--- src/rtl/mmio_pkg.sv ---
package mmio_pkg;

    localparam int DW     = 32;
    localparam int NSEL   = 8;
    localparam int EXT_N  = 6;

    typedef enum logic [1:0] {
        RGN_ROM  = 2'b00,
        RGN_RAM  = 2'b01,
        RGN_RSVD = 2'b10,
        RGN_MMIO = 2'b11
    } region_e;

    typedef enum logic [3:0] {
        TGT_NONE,
        TGT_ROM,
        TGT_RAM,
        TGT_RNG,
        TGT_TIMER,
        TGT_KEY,
        TGT_UART,
        TGT_TOUCH,
        TGT_SYS
    } tgt_e;

    typedef struct packed {
        tgt_e        tgt;
        logic        bad;
        logic [23:0] off;
    } dec_t;

    localparam logic [7:0] CODE_RNG   = 8'hC0;
    localparam logic [7:0] CODE_TIMER = 8'hC1;
    localparam logic [7:0] CODE_KEY   = 8'hC2;
    localparam logic [7:0] CODE_UART  = 8'hC3;
    localparam logic [7:0] CODE_TOUCH = 8'hC4;
    localparam logic [7:0] CODE_SYS   = 8'hFF;

    localparam logic [23:0] OFF_ID0    = 24'h00;
    localparam logic [23:0] OFF_ID1    = 24'h04;
    localparam logic [23:0] OFF_VER    = 24'h08;
    localparam logic [23:0] OFF_SWITCH = 24'h10;
    localparam logic [23:0] OFF_ADDR   = 24'h14;
    localparam logic [23:0] OFF_SIZE   = 24'h18;
    localparam logic [23:0] OFF_CDI    = 24'h40;

    localparam logic [DW-1:0] ID_WORD0 = 32'h6D74_6131;
    localparam logic [DW-1:0] ID_WORD1 = 32'h6D6B_6466;
    localparam logic [DW-1:0] ID_VER   = 32'h0000_0001;

    localparam logic [DW-1:0] KEY_STEP = 32'h9E37_79B9;

    function automatic logic [DW-1:0] key_word(input logic [DW-1:0] seed,
                                               input int unsigned  idx);
        logic [DW-1:0] prod;
        prod = DW'(idx) * KEY_STEP;
        return seed ^ prod;
    endfunction

    // Target that owns select bit i
    function automatic tgt_e sel_target(input int unsigned i);
        case (i)
            0:       return TGT_ROM;
            1:       return TGT_RAM;
            2:       return TGT_RNG;
            3:       return TGT_TIMER;
            4:       return TGT_KEY;
            5:       return TGT_UART;
            6:       return TGT_TOUCH;
            7:       return TGT_SYS;
            default: return TGT_NONE;
        endcase
    endfunction

    // Target whose word arrives on external read slice i
    function automatic tgt_e ext_target(input int unsigned i);
        case (i)
            0:       return TGT_ROM;
            1:       return TGT_RAM;
            2:       return TGT_RNG;
            3:       return TGT_TIMER;
            4:       return TGT_UART;
            5:       return TGT_TOUCH;
            default: return TGT_NONE;
        endcase
    endfunction

endpackage

--- src/rtl/mmio_addr_decode.sv ---
module mmio_addr_decode
    import mmio_pkg::*;
(
    input  logic [31:0] addr,
    input  logic        app_mode,
    output dec_t        dec
);
    region_e rgn;

    always_comb begin
        rgn     = region_e'(addr[31:30]);
        dec.off = addr[23:0];
        dec.tgt = TGT_NONE;
        dec.bad = 1'b0;
        case (rgn)
            RGN_ROM:  dec.tgt = TGT_ROM;
            RGN_RAM:  dec.tgt = TGT_RAM;
            RGN_RSVD: dec.bad = 1'b1;
            RGN_MMIO: begin
                case (addr[31:24])
                    CODE_RNG:   dec.tgt = TGT_RNG;
                    CODE_TIMER: dec.tgt = TGT_TIMER;
                    CODE_KEY:   dec.tgt = TGT_KEY;
                    CODE_UART:  dec.tgt = TGT_UART;
                    CODE_TOUCH: dec.tgt = TGT_TOUCH;
                    CODE_SYS:   dec.tgt = TGT_SYS;
                    default:    dec.bad = 1'b1;
                endcase
                if (addr[1:0] != 2'b00) begin
                    dec.bad = 1'b1;
                end
                if (dec.tgt == TGT_KEY && app_mode) begin
                    dec.bad = 1'b1;
                end
            end
            default: dec.bad = 1'b1;
        endcase
        if (dec.bad) begin
            dec.tgt = TGT_NONE;
        end
    end

endmodule

--- src/rtl/mmio_key_store.sv ---
module mmio_key_store
    import mmio_pkg::*;
#(
    parameter int              KEY_WORDS = 8,
    parameter logic [DW-1:0]   KEY_SEED  = 32'h5A5A_C3C3
) (
    input  logic          clk,
    input  logic          rst,
    input  logic [23:0]   off,
    input  logic          take,
    output logic          in_range,
    output logic [DW-1:0] rdata
);
    localparam int IDX_W = (KEY_WORDS > 1) ? $clog2(KEY_WORDS) : 1;
    localparam logic [23:0] SPAN = 24'(KEY_WORDS * 4);

    logic [KEY_WORDS-1:0] used_q;
    logic [DW-1:0]        words [KEY_WORDS];
    logic [IDX_W-1:0]     idx;

    genvar g;
    generate
        for (g = 0; g < KEY_WORDS; g++) begin : g_word
            assign words[g] = key_word(KEY_SEED, g);
        end
    endgenerate

    always_comb begin
        in_range = (off < SPAN);
        idx      = off[IDX_W+1:2];
        rdata    = '0;
        if (in_range && !used_q[idx]) begin
            rdata = words[idx];
        end
    end

    always_ff @(posedge clk) begin
        if (rst) begin
            used_q <= '0;
        end else if (take && in_range) begin
            used_q[idx] <= 1'b1;
        end
    end

endmodule

--- src/rtl/mmio_sysctl.sv ---
module mmio_sysctl
    import mmio_pkg::*;
#(
    parameter int CDI_WORDS = 8
) (
    input  logic          clk,
    input  logic          rst,
    input  logic [23:0]   off,
    input  logic          rd,
    input  logic          wr,
    input  logic [DW-1:0] wdata,
    output logic          app_mode,
    output logic [DW-1:0] rdata,
    output logic          err
);
    localparam int CIDX_W = (CDI_WORDS > 1) ? $clog2(CDI_WORDS) : 1;
    localparam logic [23:0] CDI_END = OFF_CDI + 24'(CDI_WORDS * 4);

    logic          mode_q;
    logic [DW-1:0] addr_q;
    logic [DW-1:0] size_q;
    logic [DW-1:0] cdi_q [CDI_WORDS];
    logic          cdi_hit;
    logic [23:0]   cdi_rel;
    logic [CIDX_W-1:0] cidx;
    logic          commit;

    always_comb begin
        cdi_hit = (off >= OFF_CDI) && (off < CDI_END);
        cdi_rel = off - OFF_CDI;
        cidx    = cdi_rel[CIDX_W+1:2];
        rdata   = '0;
        err     = 1'b0;
        if (rd || wr) begin
            if (off == OFF_ID0 || off == OFF_ID1 || off == OFF_VER) begin
                rdata = (off == OFF_ID0) ? ID_WORD0 :
                        (off == OFF_ID1) ? ID_WORD1 : ID_VER;
                err   = wr;
            end else if (off == OFF_SWITCH) begin
                err = rd || mode_q;
            end else if (off == OFF_ADDR) begin
                rdata = addr_q;
                err   = wr && mode_q;
            end else if (off == OFF_SIZE) begin
                rdata = size_q;
                err   = wr && mode_q;
            end else if (cdi_hit) begin
                rdata = cdi_q[cidx];
                err   = wr && mode_q;
            end else begin
                err = 1'b1;
            end
        end
        commit = wr && !err;
    end

    always_ff @(posedge clk) begin
        if (rst) begin
            mode_q <= 1'b0;
            addr_q <= '0;
            size_q <= '0;
            for (int i = 0; i < CDI_WORDS; i++) begin
                cdi_q[i] <= '0;
            end
        end else if (commit) begin
            if (off == OFF_SWITCH && wdata != '0) begin
                mode_q <= 1'b1;
            end
            if (off == OFF_ADDR) begin
                addr_q <= wdata;
            end
            if (off == OFF_SIZE) begin
                size_q <= wdata;
            end
            if (cdi_hit) begin
                cdi_q[cidx] <= wdata;
            end
        end
    end

    assign app_mode = mode_q;

endmodule

--- src/rtl/mmio_mode_decoder.sv ---
module mmio_mode_decoder
    import mmio_pkg::*;
#(
    parameter int            KEY_WORDS = 8,
    parameter int            CDI_WORDS = 8,
    parameter logic [31:0]   KEY_SEED  = 32'h5A5A_C3C3
) (
    input  logic                  clk,
    input  logic                  rst,
    input  logic [31:0]           bus_addr,
    input  logic                  bus_we,
    input  logic [31:0]           bus_wdata,
    input  logic                  bus_re,
    input  logic [EXT_N*DW-1:0]   ext_rdata,
    output logic [NSEL-1:0]       sel,
    output logic [31:0]           rd_data,
    output logic                  access_err,
    output logic                  app_mode
);
    dec_t          dec;
    logic          acc;
    logic          err_now;
    logic          key_in_range;
    logic [DW-1:0] key_rdata;
    logic          key_take;
    logic          sys_rd;
    logic          sys_wr;
    logic [DW-1:0] sys_rdata;
    logic          sys_err;
    logic [DW-1:0] ext_word [EXT_N];
    logic [EXT_N-1:0] ext_hit;
    logic [DW-1:0] rd_next;
    logic [DW-1:0] rd_q;
    logic          err_q;

    mmio_addr_decode u_dec (
        .addr     (bus_addr),
        .app_mode (app_mode),
        .dec      (dec)
    );

    assign acc      = bus_re || bus_we;
    assign key_take = bus_re && !bus_we && (dec.tgt == TGT_KEY);
    assign sys_rd   = bus_re && (dec.tgt == TGT_SYS);
    assign sys_wr   = bus_we && (dec.tgt == TGT_SYS);

    mmio_key_store #(
        .KEY_WORDS (KEY_WORDS),
        .KEY_SEED  (KEY_SEED)
    ) u_key (
        .clk      (clk),
        .rst      (rst),
        .off      (dec.off),
        .take     (key_take),
        .in_range (key_in_range),
        .rdata    (key_rdata)
    );

    mmio_sysctl #(
        .CDI_WORDS (CDI_WORDS)
    ) u_sys (
        .clk      (clk),
        .rst      (rst),
        .off      (dec.off),
        .rd       (sys_rd),
        .wr       (sys_wr),
        .wdata    (bus_wdata),
        .app_mode (app_mode),
        .rdata    (sys_rdata),
        .err      (sys_err)
    );

    always_comb begin
        err_now = acc && (dec.bad
                  || (dec.tgt == TGT_KEY && (bus_we || !key_in_range))
                  || (dec.tgt == TGT_SYS && sys_err));
    end

    genvar g;
    generate
        for (g = 0; g < NSEL; g++) begin : g_sel
            assign sel[g] = acc && !err_now && (dec.tgt == sel_target(g));
        end
        for (g = 0; g < EXT_N; g++) begin : g_ext
            assign ext_word[g] = ext_rdata[g*DW +: DW];
            assign ext_hit[g]  = (dec.tgt == ext_target(g));
        end
    endgenerate

    always_comb begin
        rd_next = '0;
        if (bus_re && !err_now) begin
            for (int i = 0; i < EXT_N; i++) begin
                if (ext_hit[i]) begin
                    rd_next = ext_word[i];
                end
            end
            if (dec.tgt == TGT_KEY) begin
                rd_next = key_rdata;
            end
            if (dec.tgt == TGT_SYS) begin
                rd_next = sys_rdata;
            end
        end
    end

    always_ff @(posedge clk) begin
        if (rst) begin
            rd_q  <= '0;
            err_q <= 1'b0;
        end else begin
            rd_q  <= rd_next;
            err_q <= err_now;
        end
    end

    assign rd_data    = rd_q;
    assign access_err = err_q;

endmodule

--- config.mk ---
export PLATFORM = sky130hd
export DESIGN_NAME = mmio_mode_decoder
export DESIGN_NICKNAME = d
export VERILOG_FILES = /design/src/rtl/mmio_pkg.sv /design/src/rtl/mmio_addr_decode.sv /design/src/rtl/mmio_key_store.sv /design/src/rtl/mmio_sysctl.sv /design/src/rtl/mmio_mode_decoder.sv
export SDC_FILE = /design/constraint.sdc
export NUM_CORES = 1
export LEC_CHECK = 0
export ABC_AREA = 0
export BUFFER_PORTS_ARGS = -buffer_cell sky130_fd_sc_hd__buf_4
export CAP_MARGIN = 20
export CELL_PAD_IN_SITES_DETAIL_PLACEMENT = 1
export CELL_PAD_IN_SITES_GLOBAL_PLACEMENT = 2
export CORE_UTILIZATION = 33
export DETAILED_ROUTE_END_ITERATION = 12
export GPL_TIMING_DRIVEN = 0
export PLACE_DENSITY = 0.76
export SLEW_MARGIN = 20
export SYNTH_ARGS = -nofsm -noshare
export SYNTH_HDL_FRONTEND = slang
export SYNTH_SLANG_ARGS = --single-unit
--- constraint.sdc ---
create_clock -name clk -period 3.8 [get_ports clk]
set_input_delay 0.19 -clock clk [delete_from_list [all_inputs] [get_ports clk]]
set_output_delay 0.19 -clock clk [all_outputs]
set_load 0.05 [all_outputs]
---- Yosys cells after proc, flatten, opt, wreduce, memory -nomap -nowiden ----
Memories as Yosys holds them, arrays and structs flattened.
Cells that the tools add are included.
storage, ports and cells
  register bits after elaboration ......... 106
  memory bits (writable) .................. 256
  ROM bits ................................ 256
  bits of input ports ..................... 260
  output and inout port bits .............. 42
  logic and storage cells ................. 135
  memories ................................ 2
cells by class
  add/sub/neg operators ................... 1
  magnitude comparators ................... 6
  equal/unequal tests ..................... 23
  muxes and demuxes ....................... 46
  bitwise operators ....................... 3
  reductions and logical operators ........ 48
memory list
  memory           words  bits a word  rd ports  clocked after memory_dff  wr ports  RTL line              source
  (no name shown)  8      32           1         0                         0         mmio_key_store.sv:33  rdata = words[idx];
  u_sys.cdi_q      8      32           1         0                         8         mmio_sysctl.sv:22     logic [DW-1:0] cdi_q [CDI_WORDS];
operator list
  operator                                                                        number
  32-bit 2-to-1 mux                                                               19
  24-bit by 5-bit == test with 1-bit output (second input constant)               3
  8-bit == test (second input constant)                                           6
  32-bit nonzero test                                                             1
  32-bit OR reduction                                                             1
  31-bit 2-to-1 mux                                                               1
  1-bit logical AND                                                               25
  24-bit by 3-bit == test with 1-bit output (second input constant)               1
  24-bit by 4-bit == test with 1-bit output (second input constant)               1
  24-bit by 7-bit >= comparator with 1-bit output (second input constant)         1
  24-bit zero test                                                                1
  24-bit by 6-bit less-than comparator with 1-bit output (second input constant)  1
  24-bit by 7-bit less-than comparator with 1-bit output (second input constant)  1
  4-bit case mux with 6 select lines                                              1
  4-bit by 3-bit == test with 1-bit output (second input constant)                5
  1-bit 2-to-1 mux                                                                18
  4-bit case mux with 3 select lines                                              1
  4-bit by 2-bit == test with 1-bit output (second input constant)                2
  1-bit logical OR                                                                8
  4-bit 2-to-1 mux                                                                2
  8-bit OR                                                                        1
  2-bit AND reduction                                                             3
  6-bit OR reduction                                                              1
  1-bit zero test                                                                 5
  other kinds (17)                                                                18

---- Depth between registers and ports, before layout ----
  depth in word-level cells ............... 24
  depth in mapped cells ................... 16
  gate-level depth less buffers ........... 9

---- By module ----
Synthesis repeated with hierarchy kept, for this count alone.
unflattened totals
  cell total of the unflattened synthesis .. 1859
  area total of the unflattened synthesis .. 19881.6 µm²
by module, submodules not included
  module             times used  cells an instance  area each (µm²)  seq. area each (µm²)
  mmio_sysctl        1           1229               15038.2          8988.6
  mmio_mode_decoder  1           468                3499.6           660.6
  mmio_key_store     1           117                1016.0           160.2
  mmio_addr_decode   1           45                 327.8            0.0

---- Least setup slack after synthesis ----
OpenSTA, ideal clock, no wires.
  kind .................................... input to register
  from .................................... input bus_addr[3]
  to ...................................... memory u_sys.cdi_q[5][0] (enable)
  setup time .............................. 375 ps
  arrival ................................. 3355 ps
  required time ........................... 3425 ps
  setup slack ............................. 70 ps
  cell stages on the path ................. 14
  path buffers ............................ 5
  cells stage by stage .................... clkbuf_1 buf_2 inv_1 clkbuf_1 buf_1 ha_1 buf_2 nor3_4 nor2_1 a31o_2 nor2_1 nand4b_2 nor3_2 or2_2
RTL lines
  what             RTL line                 source
  start, declared  mmio_mode_decoder.sv:10  input logic [31:0] bus_addr,
  end, declared    mmio_sysctl.sv:22

---- Worst setup path in the final report ----
  from .................................... input bus_addr[3]
  to ...................................... register rd_q[8] (netlist: rd_data[8])
between the ends
  word-level cells in the longest chain between the ends .. 15
  elaborated cells on any way between the ends .. 49
  those cells by class .................... add/sub (1); order compare (3); eq/ne (5); mux (20); bitwise (2); reduce/logical (16); memory (2)
ends and longest elaborated chain
  what                                                                                                                       RTL line                  source
  24-bit by 7-bit >= comparator with 1-bit output or 24-bit by 7-bit less-than comparator with 1-bit output (tied branches)  mmio_sysctl.sv:29         cdi_hit = (off >= OFF_CDI) && (off < CDI_END);
  1-bit logical AND                                                                                                          mmio_sysctl.sv:29
  1-bit 2-to-1 mux                                                                                                           mmio_sysctl.sv:47         end else if (cdi_hit) begin
  1-bit 2-to-1 mux                                                                                                           mmio_sysctl.sv:44         end else if (off == OFF_SIZE) begin
  1-bit 2-to-1 mux                                                                                                           mmio_sysctl.sv:41         end else if (off == OFF_ADDR) begin
  1-bit 2-to-1 mux                                                                                                           mmio_sysctl.sv:39         end else if (off == OFF_SWITCH) begin
  1-bit 2-to-1 mux                                                                                                           mmio_sysctl.sv:35         if (off == OFF_ID0 || off == OFF_ID1 || off == OFF_VER) begin
  1-bit 2-to-1 mux                                                                                                           mmio_sysctl.sv:34         if (rd || wr) begin
  1-bit logical AND                                                                                                          mmio_mode_decoder.sv:76   || (dec.tgt == TGT_SYS && sys_err));
  1-bit logical OR                                                                                                           mmio_mode_decoder.sv:76
  1-bit logical AND                                                                                                          mmio_mode_decoder.sv:74   err_now = acc && (dec.bad
  1-bit zero test                                                                                                            mmio_mode_decoder.sv:92   if (bus_re && !err_now) begin
  1-bit logical AND                                                                                                          mmio_mode_decoder.sv:92
  1-bit NOT (no line)                                                                                                        --
  2-bit OR reduction (no line)                                                                                               --
  end signal, assigned                                                                                                       mmio_mode_decoder.sv:112  rd_q <= rd_next;
  end, declared                                                                                                              mmio_mode_decoder.sv:33   logic [DW-1:0] rd_q;
Several ways; a longest one is shown, not always the timed one. The select of a mux whose other input is x is not followed.
A chain may end at the register's enable or synchronous reset.

==> metrics.txt <==
synthesized area per cell between 10 and 15 um^2; clock root buffer master clkbuf_16; reg-to-reg critical path endpoint rd_data[8]; worst voltage drop across the vdd grid between 0.0002 and 0.0003 V; TritonCTS clock tree built; DRC violations left 0; cell area after layout 23770 um^2; GRT Util Overall 31.28%; outcome complete, no violations; leading cell type in the layout, fill and taps excluded buf_4; type of the tightest min-delay check input pin to flop; via/cell ratio 5.759; number of CTS-inserted buffers between 40 and 50; proportion of synthesized flip-flops having asynchronous set or reset 0%; final RePlAce weighted congestion 0.9879; synthesized netlist cell count 1799; starting density of the core 33.37%; most prevalent standard cell on the critical path buf_4; total buffers and inverters traversed by the critical path 7; setup skew after layout 15.96 ps; element type at the critical path start input pin; H-Tree Depth 2; main combinational cell family by area after synthesis simple AND/OR/NAND/NOR gates; maximum number of pins on one net before global-route repair 17; cell area reported after detailed placement 22020 um^2; pre-CTS setup slack -2498 ps; sequence of cells on the critical path buf_4 -> clkbuf_2 -> buf_4 -> clkinvlp_4 -> buf_4 -> ha_1 -> buf_2 -> nor3_4 -> nor2_1 -> a31o_2 -> a221oi_2 -> nand3b_1 -> clkbuf_1 -> a31oi_1; post-synthesis cell area about 19000 um^2; fmax approximately 270 MHz; number of input and output port buffers inserted 299; deepest clock path buffer count 3; Max stage delay cell, worst path a31oi_1; global-route wire length before repair 127300 um; Die Span X 240.8 um; Synth Area in Adders 0.7979%; leakage power 8.954 nW; via count of the first global-routing pass 17.50k; top-level port count 302; CP Launch Point bus_addr[3]; share of synthesized area occupied by flip-flops and latches 52.13%; multiplexer share of the synthesized area 5.472%; simple-gate area share of the yosys netlist around a fifth; Max Cap Violations 0; internal reg-to-reg setup slack 420 ps; Num Clock Sinks about 360; area growth from synthesis to final layout 26.30%; r2r startpoint u_sys.app_mode; hold-critical path endpoint rd_data[10]; number of hold-slack violations in the final timing report 0; layout cell share with drive strength beyond 1 26.38%; HPWL after detailed placement 67580 um; area enclosed by the die boundary between 50000 and 60000 um^2; number of antenna-violating nets in the routed design 0; clock insertion delay at the later pin of the skew report 590 ps; EDFF count, synth 256; initial antenna violation count 6; Power Dens Cells 393.2 nW/um^2; routed wire length per instance 31.07 um; final worst setup slack between 30 and 40 ps; Synth Net Count around 2.1k; chip height ~240 um; number of failing setup endpoints in the final timing report 0; Net count, final 2439; CP peak stage delay 520 ps; start-to-end type of the worst setup path input pin to flop; cell type group with the largest total delay on the critical path buffers and inverters; time the worst path needs with I/O delays and setup between 3000 and 4000 ps; critical path peak fanout 12; data required time of the critical path 4220 ps; number of pins exceeding their max-slew limit in the final report 0; clock-pin slew on the worst setup and hold paths 60 ps; Hold Path Origin ext_rdata[74]; worst relative slew slack 15.37%; Tcrit/Tclk final 99.17%; Congestion Overflow GR 0; endpoint arrival time on the critical path 4180 ps; sort of element at the end of the critical path flop; top library cells by usage in the layout, fill and taps aside 317 x buf_4, 258 x and2_1, 256 x edfxtp_1, 181 x nand2_1, 148 x a21oi_1; synthesized-area fraction occupied by ao, oa, aoi and oai cells 17.13%; final routed wirelength across all metal layers 91790 um; Yosys Warn Count 0; most common flop cell mapped by yosys edfxtp_1; vias about 17k; depth of the worst hold-timing path 3; number of library cell types mapped by synthesis 82; transition time at the pin with the least slew margin 1269 ps; starting DRC count in detailed routing roughly 1.7k; Pre-antenna DRT Iters 6; number of cell rows 87; XOR/XNOR Fraction of Synth Area 0%; worst reg-to-reg path cell count 8; Core ar. 56390 um^2; number of synthesized register bits 362; quantity of hold-fixing buffers added after cts 0
==> how the worst max path moves through the flow <==
stage / to / slack (ps) / cells past startpoint
finish: rd_data[8] / 30 / 14
global route: u_sys.cdi_q[0][4] / -1 / 17
CTS: rd_data[7] / -1 / 12
detailed placement: u_sys.cdi_q[1][29] / -2500 / 15
global placement: u_sys.cdi_q[4][2] / -2420 / 15
floorplan: u_sys.cdi_q[5][0] / 70 / 14
==> where the power goes <==
part | switching, mW | total (mW) | leakage, nW | internal, mW
registers | 0.0307 | 4.34 | 3.49 | 4.31
logic | 0.703 | 1.10 | 4.84 | 0.400
clock network | 1.70 | 3.90 | 0.623 | 2.21
==> synth_stat cells (all sizes together) (5+ instances only) <==
| cell type | count | share of area [%] |
|---|---|---|
| and2 | 259 | 8.6 |
| a32oi | 5 | 0.23 |
| mux2 | 23 | 1.4 |
| or2 | 23 | 0.76 |
| o22a | 6 | 0.28 |
| a31oi | 34 | 1.1 |
| o221ai | 30 | 1.4 |
| mux2i | 59 | 3.1 |
| a211oi | 9 | 0.36 |
| ha | 12 | 0.80 |
| and3 | 6 | 0.20 |
| mux4 | 8 | 0.96 |
| inv | 18 | 0.36 |
| edfxtp | 256 | 41 |
| or4 | 5 | 0.22 |
| nor4 | 20 | 1.2 |
| a221oi | 14 | 0.68 |
| a221o | 15 | 0.80 |
| a2bb2oi | 5 | 0.23 |
| nand2 | 186 | 3.8 |
| nor2 | 58 | 1.2 |
| nand2b | 8 | 0.31 |
| o22ai | 42 | 1.4 |
| dfxtp | 106 | 11 |
| nand3 | 23 | 0.66 |
| a22o | 13 | 0.61 |
| or3 | 14 | 0.47 |
| a22oi | 22 | 0.88 |
| a21oi | 158 | 4.4 |
| clkbuf | 113 | 2.3 |
| buf | 57 | 1.8 |
| o211ai | 32 | 1.3 |
| nand4 | 11 | 0.48 |
| nor3 | 32 | 1.2 |
| o21ai | 61 | 1.6 |
| nor2b | 7 | 0.23 |
==> through the flow <==
stage	power, mW	hold WS, ps	cells	util (%)	setup TNS [ps]
2_1_floorplan	4.865	383.5	1799	-	0
3_3_place_gp	5.441	438.7	2854	39.03	-1163920
3_5_place_dp	5.460	446.8	2854	39.06	-1206880
4_1_cts	9.338	21.69	2941	41.83	-1.158
5_1_grt	9.543	23.55	2952	42.14	-1.378
6_report	9.347	27.19	2954	42.15	0
==> tightest hold or removal path: cells and delay by family <==
family / cells / cell delay [ps]
AOI/OAI and AO/OA: 2 / 290
buffers and inverters: 1 / 80
==> sequential cells by signal, summed over array words and instances, names as in the netlist <==
| signal | cells |
|---|---|
| access_err | 1 |
| rd_data | 32 |
| u_key.used_q | 8 |
| u_sys.addr_q | 32 |
| u_sys.app_mode | 1 |
| u_sys.cdi_q | 256 |
| u_sys.size_q | 32 |
==> metal layers <==
layer / track usage (%) / vias to the layer above / wire length (um)
li1: - / 7415 / -
met1: 36.02 / 8452 / 33900
met2: 53.79 / 883 / 44620
met3: 5.078 / 257 / 6921
met4: 20.48 / 6 / 6303
met5: 0 / - / 40
==> logic make-up (layout without fill, tap and decap cells) <==
group	Yosys count	after routing
mux	90	90
fa+ha+maj	12	12
buf+inv	188	576
compound gates	484	484
other cells	0	3
flops	362	362
simple gates	663	671
==> what timing repair did <==
| action | 4_1_cts | 5_1_grt |
|---|---|---|
| pin swaps | 5 | 0 |
| cloned | 8 | 0 |
| resized for setup | 61 | 12 |
| buffers inserted | 9 | 10 |
| endpoints found under the setup margin | 610 | 438 |
==> cell type report <==
type | instances | area, um^2
Fill cell | 6400 | 32620
Sequential cell | 362 | 9809
Multi-Input combinational cell | 1257 | 8351
Timing Repair Buffer | 318 | 2487
Clock buffer | 53 | 1115
Tap cell | 756 | 945.9
Buffer | 169 | 817.0
Clock inverter | 18 | 163.9
Inverter | 18 | 71.32
Antenna cell | 3 | 7.507
Note: power is estimated with default switching activity, not from simulation.
